<file path="src/rtl/dram_strobe_ctl.sv">
module dram_strobe_ctl #(
  parameter int ROW_W    = 9,
  parameter int COL_W    = 2,
  parameter int REF_ROWS = 512
) (
  input  logic             clk,
  input  logic             rst_n,
  input  logic             ras_n,
  input  logic             cas_n,
  input  logic             we_n,
  input  logic [ROW_W-1:0] addr,
  input  logic             din,
  output logic             dout,
  output logic             dout_en,
  output logic             refresh_valid,
  output logic [ROW_W-1:0] refresh_row,
  output logic [2:0]       cycle_kind
);
  localparam int ROWS = 1 << ROW_W;
  localparam int COLS = 1 << COL_W;
  localparam logic [ROW_W-1:0] LAST_REF = ROW_W'(REF_ROWS - 1);
  localparam logic [2:0] K_NONE = 3'd0, K_READ = 3'd1, K_EWR = 3'd2,
                         K_DWR = 3'd3, K_ROW = 3'd4, K_CBR = 3'd5;

  logic [COLS-1:0]  mem [ROWS];
  logic             ras_q, cas_q, we_q, row_open;
  logic [ROW_W-1:0] row, ref_cnt;
  logic [COL_W-1:0] col;

  wire ras_fall = ras_q & ~ras_n;
  wire ras_rise = ~ras_q & ras_n;
  wire cas_fall = cas_q & ~cas_n;
  wire cas_rise = ~cas_q & cas_n;
  wire we_fall  = we_q & ~we_n;
  wire [COL_W-1:0] acol = addr[COL_W-1:0];

  wire col_hit  = cas_fall & row_open & ~ras_n;
  wire ewr_en   = col_hit & ~we_n;
  wire dwr_en   = we_fall & ~cas_n & ~ras_n & row_open & ~col_hit & (cycle_kind == K_READ);
  wire wr_en    = ewr_en | dwr_en;
  wire [COL_W-1:0] wr_col = ewr_en ? acol : col;

  always_ff @(posedge clk)
    if (wr_en) mem[row][wr_col] <= din;

  always_ff @(posedge clk or negedge rst_n) begin
    if (!rst_n) begin
      ras_q <= 1'b1; cas_q <= 1'b1; we_q <= 1'b1;
      row_open <= 1'b0; row <= '0; col <= '0; ref_cnt <= '0;
      dout <= 1'b0; dout_en <= 1'b0; refresh_valid <= 1'b0;
      refresh_row <= '0; cycle_kind <= K_NONE;
    end else begin
      ras_q <= ras_n; cas_q <= cas_n; we_q <= we_n;
      refresh_valid <= 1'b0;
      if (ras_rise) row_open <= 1'b0;
      if (ras_fall) begin
        refresh_valid <= 1'b1;
        if (!cas_n) begin
          refresh_row <= ref_cnt;
          ref_cnt     <= (ref_cnt == LAST_REF) ? '0 : ref_cnt + 1'b1;
          cycle_kind  <= K_CBR;
          row_open    <= 1'b0;
        end else begin
          refresh_row <= addr;
          row         <= addr;
          row_open    <= 1'b1;
          cycle_kind  <= K_ROW;
        end
      end
      if (col_hit) begin
        col <= acol;
        if (!we_n) cycle_kind <= K_EWR;
        else begin
          dout       <= mem[row][acol];
          dout_en    <= 1'b1;
          cycle_kind <= K_READ;
        end
      end
      if (dwr_en) cycle_kind <= K_DWR;
      if (cas_rise) dout_en <= 1'b0;
    end
  end

  assert_hiz_until_cas_R3: assert property (@(posedge clk) disable iff (!rst_n)
    dout_en |-> $past(!cas_n));
  assert_early_write_no_drive_R4: assert property (@(posedge clk) disable iff (!rst_n)
    (cycle_kind == K_EWR) |-> !dout_en);
  assert_delayed_write_keeps_data_R5: assert property (@(posedge clk) disable iff (!rst_n)
    ($rose(cycle_kind == K_DWR)) |-> (dout_en && $stable(dout)));
  assert_refresh_on_row_fall_R6: assert property (@(posedge clk) disable iff (!rst_n)
    refresh_valid |-> $past(!ras_n));
  assert_counter_in_range_R8: assert property (@(posedge clk) disable iff (!rst_n)
    ref_cnt <= LAST_REF);
  assert_hidden_refresh_holds_R10: assert property (@(posedge clk) disable iff (!rst_n)
    (dout_en && $past(dout_en)) |-> $stable(dout));
endmodule

</file>
<file path="config.mk">
export PLATFORM = sky130hd
export DESIGN_NAME = dram_strobe_ctl
export DESIGN_NICKNAME = d
export VERILOG_FILES = /design/src/rtl/dram_strobe_ctl.sv
export SDC_FILE = /design/constraint.sdc
export NUM_CORES = 2
export LEC_CHECK = 0
export BUFFER_PORTS_ARGS = -buffer_cell sky130_fd_sc_hd__buf_2
export CORE_ASPECT_RATIO = 2
export CORE_MARGIN = 2
export CORE_UTILIZATION = 30
export DETAILED_ROUTE_END_ITERATION = 10
export GPL_ROUTABILITY_DRIVEN = 0
export SLEW_MARGIN = 10
export SYNTH_ARGS = -nofsm -noshare
export SYNTH_HDL_FRONTEND = slang
export SYNTH_SLANG_ARGS = --single-unit
</file>
<file path="constraint.sdc">
create_clock -name clk -period 3.2 [get_ports clk]
set_input_delay 0.64 -clock clk [delete_from_list [all_inputs] [get_ports clk]]
set_output_delay 0.64 -clock clk [all_outputs]
set_load 0.005 [all_outputs]
</file>
## Word level (Yosys, flattened, before mapping)

Memory sizes are Yosys's and may differ from the RTL's.
Cells that the tools add are included.

| storage, ports and cells | value |
|---|---|
| register bits after elaboration | 39 |
| memory bits (writable) | 2,048 |
| input port bits | 15 |
| memories kept | 1 |

Memory list:

| memory | words | bits a word | rd ports | clocked after Yosys merged registers in | write ports | line | source |
|---|---|---|---|---|---|---|---|
| mem | 512 | 4 | 1 | 0 | 1 | 25 | `logic [COLS-1:0] mem [ROWS];` |

| cells by class | value |
|---|---|
| add/subtract/negate cells | 1 |
| order comparisons | 3 |
| eq/ne operators | 2 |
| muxes and demuxes | 21 |
| bitwise logic cells | 20 |
| reduce and logical (&&, ||, !) cells | 9 |

Operators with widths:

| operator | number |
|---|---|
| two-way mux 9 bit | 2 |
| bitwise AND 1 bit | 13 |
| two-way mux 1 bit | 11 |
| adder 9 x 1 -> 9 bit (second input constant) | 1 |
| equality test 9 bit (second input constant) | 1 |
| two-way mux 3 bit | 3 |
| AND reduction 2 bit | 4 |
| < comparator 2 x 3 -> 1 bit (second input constant) | 2 |
| inverter 1 bit | 6 |
| nonzero test 2 bit | 3 |
| two-way mux 2 bit | 2 |
| two-way mux 4 bit | 1 |
| equality test 3 x 1 -> 1 bit (second input constant) | 1 |
| nonzero test 3 bit | 1 |
| binary-select mux 1 bit (select 2 bit) | 1 |
| demux 1 bit (select 2 bit) | 1 |
| greater-or-equal comparator 2 x 1 -> 1 bit (second input constant) | 1 |
| logical AND 1 bit | 1 |
| OR 1 bit | 1 |

## Logic depth before layout (Yosys ltp)

| depth | value |
|---|---|
| depth after elaboration | 11 |
| gate-level depth with buffers | 14 |
| depth with buffers taken out | 8 |

## Worst setup path before layout

OpenSTA, ideal clock, no wires.

| timing | value |
|---|---|
| path type | register to register |
| start | register row[0] |
| end | register dout |
| library setup time | 0.130 ns |
| data arrival time | 2.680 ns |
| data required time | 3.070 ns |
| path slack | 0.390 ns |
| cell stages (with the launch flop) | 12 |
| clock period less this slack | 2.810 ns |
| path through | dfrtp_1 buf_6 buf_6 buf_2 buf_2 mux4_2 a22oi_1 o2111ai_1 a2111oi_0 o2111ai_1 o21ai_1 o22ai_1 |

| on the way | value |
|---|---|
| cells in the longest elaborated chain, start to end | 3 |

Ends and longest elaborated chain:

| what | line | source |
|---|---|---|
| from (decl) | 27 | `logic [ROW_W-1:0] row, ref_cnt;` |
| from (signal assigned) | 65 | `row <= addr;` |
| memory (512 x 4 bit) | -- |  |
| binary-select mux 1 bit (select 2 bit) | 74 | `dout <= mem[row][acol];` |
| two-way mux 1 bit (not written as such) | 74 |  |
| to (signal assigned) | 74 |  |
| to (decl) | 13 | `output logic dout,` |

Every way passes these cells. The select of a mux whose other input is x is not followed.
A chain may end at the register's enable or synchronous reset.

## Final worst setup path

Same ends and word-level chain as after synthesis.

==> flow_summary_export.csv <==
group,metric,value,unit
final_layout,layout_common_cells,"edfxtp_1 (2048), nor3_1 (1092), nor2_1 (1039)",
drt,wl_met3,20.7,mm
drt,dr_total_vias,60000,
synth,syn-num-nets,6453,
drt,vias_per_cell,5.51,
final_layout,final_common_cell,"edfxtp_1",
critical_path,cp_cell_sequence,"buf_12 > buf_12 > buf_16 > mux4_2 > mux4_2 > a22oi_2 > o211ai_1 > buf_4 > a2111oi_4 > buf_6 > o2111ai_4 > o31ai_4 > o22ai_2",
final_layout,layout-drive-gt1-share,23.9,%
final_layout,utilization,35.4,%
floorplanning,dieArea,313000,µm²
critical_path,crit_path_end_kind,"flip-flop",
place,dp_slack,-0.824,ns
critical_path,reg2reg_to,"dout",
global_routing,antenna_found_initial,14,
sta,timing.final.crit_share,110,%
synth,async_flop_share,1.87,%
floorplanning,die_w,396,µm
clock_network,cts_buffers,173,
sta,setup_viol_count_final,1,
clock_network,htreeDepth,4,
min_path,min_path_type,"input port to flip-flop",
place,numPortBuffers,29,
drt,wl_met2,163,mm
critical_path,critPathMaxStageDelay,0.55,ns
floorplanning,ios,30,
critical_path,crit_buf_inv,5,
synth,synthFlopType,"edfxtp_1",
floorplanning,die_y,789,µm
min_path,worstHoldStart,"addr[2]",
critical_path,crit_start,"row[0]",
sta,report.final.slew_viol_count,0,
clock_network,cts_root_buffer,"clkbuf_16",
sta,finalHoldViolations,0,
global_routing,grt_overflow,0,
synth,ys_seq_area_share,67.7,%
critical_path,critical_path.slowest_cell,"mux4_2",
drt,wl_met1,99.1,mm
global_routing,grt_first_pass_wirelength,448,mm
status,violations,"negative setup slack",
final_layout,nNetsFinal,6711,
critical_path,critPathTopFamily,"multiplexers",
critical_path,r2r_cells,13,
critical_path,r2r_start,"row[0]",
synth,synth_edf_count,2048,
sta,setup_slack,-0.329,ns
place,hpwl,211,mm
critical_path,critical_path_class,"flip-flop to flip-flop",
drt,dr.first_iter.drc_count,6754,
job,drv_cap,0,
sta,min_period,3.53,ns
sta,rsz0062_at_grt,"yes",
sta,slew_headroom,22.6,%
synth,syn_inst,6435,
global_routing,grt_usage,19.9,%
sta,worst_pin_slew,1.16,ns
drt,drc,0,
clock_network,clk_latency,0.87,ns
sta,fmax,0.283,GHz
drt,post_drt_wl_per_cell,29.2,µm
clock_network,clk_pin_slew,0.07,ns
synth,synth.ff_latch_count,2087,
synth,netlist_area,92400,µm²
drt,drtAntennaViolNets,0,
floorplanning,core,307000,µm²
critical_path,cp-start-kind,"flip-flop",
clock_network,cts.path.max_buffers,4,
status,status,"finished, violations left",
global_routing,grt_max_degree,187,
drt,routed.top_layer,"met5",
pwr,finalPower,64.2,mW
clock_network,cts_tree,"done",
synth,ys_warn_count,0,
pwr,power.leakage,32.0,nW
clock_network,cts.sinks,2087,
final_layout,fillers,29400,
drt,firstDrtPassIters,8,
synth,synth_cell_types,70,
synth,syn_avg_cell_area,14.4,µm²
critical_path,critPathMaxFanout,8,
critical_path,crit_required,3.93,ns
pwr,power.density,590,nW/µm²
global_routing,grt_pass1_vias,61000,
floorplanning,rows,288,
critical_path,critPathArrivalTime,4.26,ns
sta,fin_skew,0.0447,ns
final_layout,syn2layout_area_growth,17.8,%
pwr,peakVddDrop,441,µV
drt,finalWirelength,318,mm
critical_path,reg2reg_slack,-0.33,ns
min_path,hold_end,"row[2]",
min_path,min_path_cells,2,
floorplanning,initial_core_util,30.1,%
==> power breakdown <==
part           switching (mW)  internal [mW]  total (mW)
clock network            10.1           11.0        21.2
logic                    7.83           5.07        12.9
registers               0.123           30.0        30.2
total                    18.1           46.2        64.2
==> synth_stat cells, drive strengths merged, types with 14 or more instances <==
master,n,area share [%]
edfxtp,2048,67
nor3,1101,6.0
nor2,1047,4.3
clkbuf,528,2.1
mux4,487,12
nand2,366,1.5
mux2i,178,1.9
buf,158,1.1
a22oi,69,0.57
o21ai,50,0.27
nand3,48,0.26
a21oi,46,0.25
dfrtp,36,0.98
o22ai,28,0.19
and3,20,0.14
a221oi,16,0.15
mux2,16,0.20
nand4,14,0.095
==> area by class of cell <==
cell class / count / area, µm² / share of cell area (%)
Multi-Input combinational cell: 3653 / 27600 / 25.3
Sequential cell: 2087 / 62500 / 57.4
Inverter: 9 / 41.3 / 0.0379
Tap cell: 4060 / 5080 / 4.67
Timing Repair Buffer: 769 / 8310 / 7.63
Antenna cell: 10 / 25.0 / 0.0230
Clock inverter: 90 / 752 / 0.691
Clock buffer: 212 / 4560 / 4.19
==> registers in the layout, summed over array words and instances, names as in the netlist <==
register	count
refresh_valid	1
dout_en	1
mem	2048
row_open	1
ras_q	1
row	9
ref_cnt	9
col	2
refresh_row	9
cycle_kind	3
cas_q	1
dout	1
we_q	1
==> stage by stage <==
step,instance area [µm²],hold WS [ns],instances,setup TNS [ns]
final,109000,0.0418,10900,-0.329
after global routing,109000,0.0405,10900,-0.349
after CTS,108000,0.000861,10900,-0.317
after detailed placement,102000,0.506,10500,-8.49
after global placement,102000,0.508,10500,-9.84
after floorplan,92400,0.344,6435,0
==> routing by layer <==
metal	track usage, %	up-vias
met4	18.4	8
met1	20.0	31100
met5	0	-
met2	35.1	2892
met3	3.01	988
li1	-	25100
==> how the worst max path moves through the flow <==
| stage | cells past startpoint | slack (ns) | to |
|---|---|---|---|
| 2_1_floorplan | 11 | 0.39 | dout |
| 3_3_place_gp | 13 | -0.87 | dout |
| 3_5_place_dp | 13 | -0.82 | dout |
| 4_1_cts | 11 | -0.32 | dout |
| 5_1_grt | 14 | -0.35 | dout |
| 6_report | 13 | -0.33 | dout |
==> cells by family (layout without fill, tap and decap cells) <==
kind of cell               Yosys count  count (layout)  synth area share (%)
other                                0              10                     0
AOI/OAI and AO/OA                  312             312                  2.38
buffers and inverters              695            1080                  3.24
and+or+nand+nor                   2657            2657                  12.7
adders and majority gates            3               3                0.0406
muxes                              681             681                  14.0
DFF                               2087            2087                  67.7
==> timing repair <==
item,in CTS,in global routing
gates resized for setup,73,45
endpoints found under the setup margin,133,33
hold endpoints to repair,38,0
buffers inserted,17,18
gates cloned,4,5
hold buffers,3,0
pin swaps,11,11
Power figures use the tool's default switching activity.
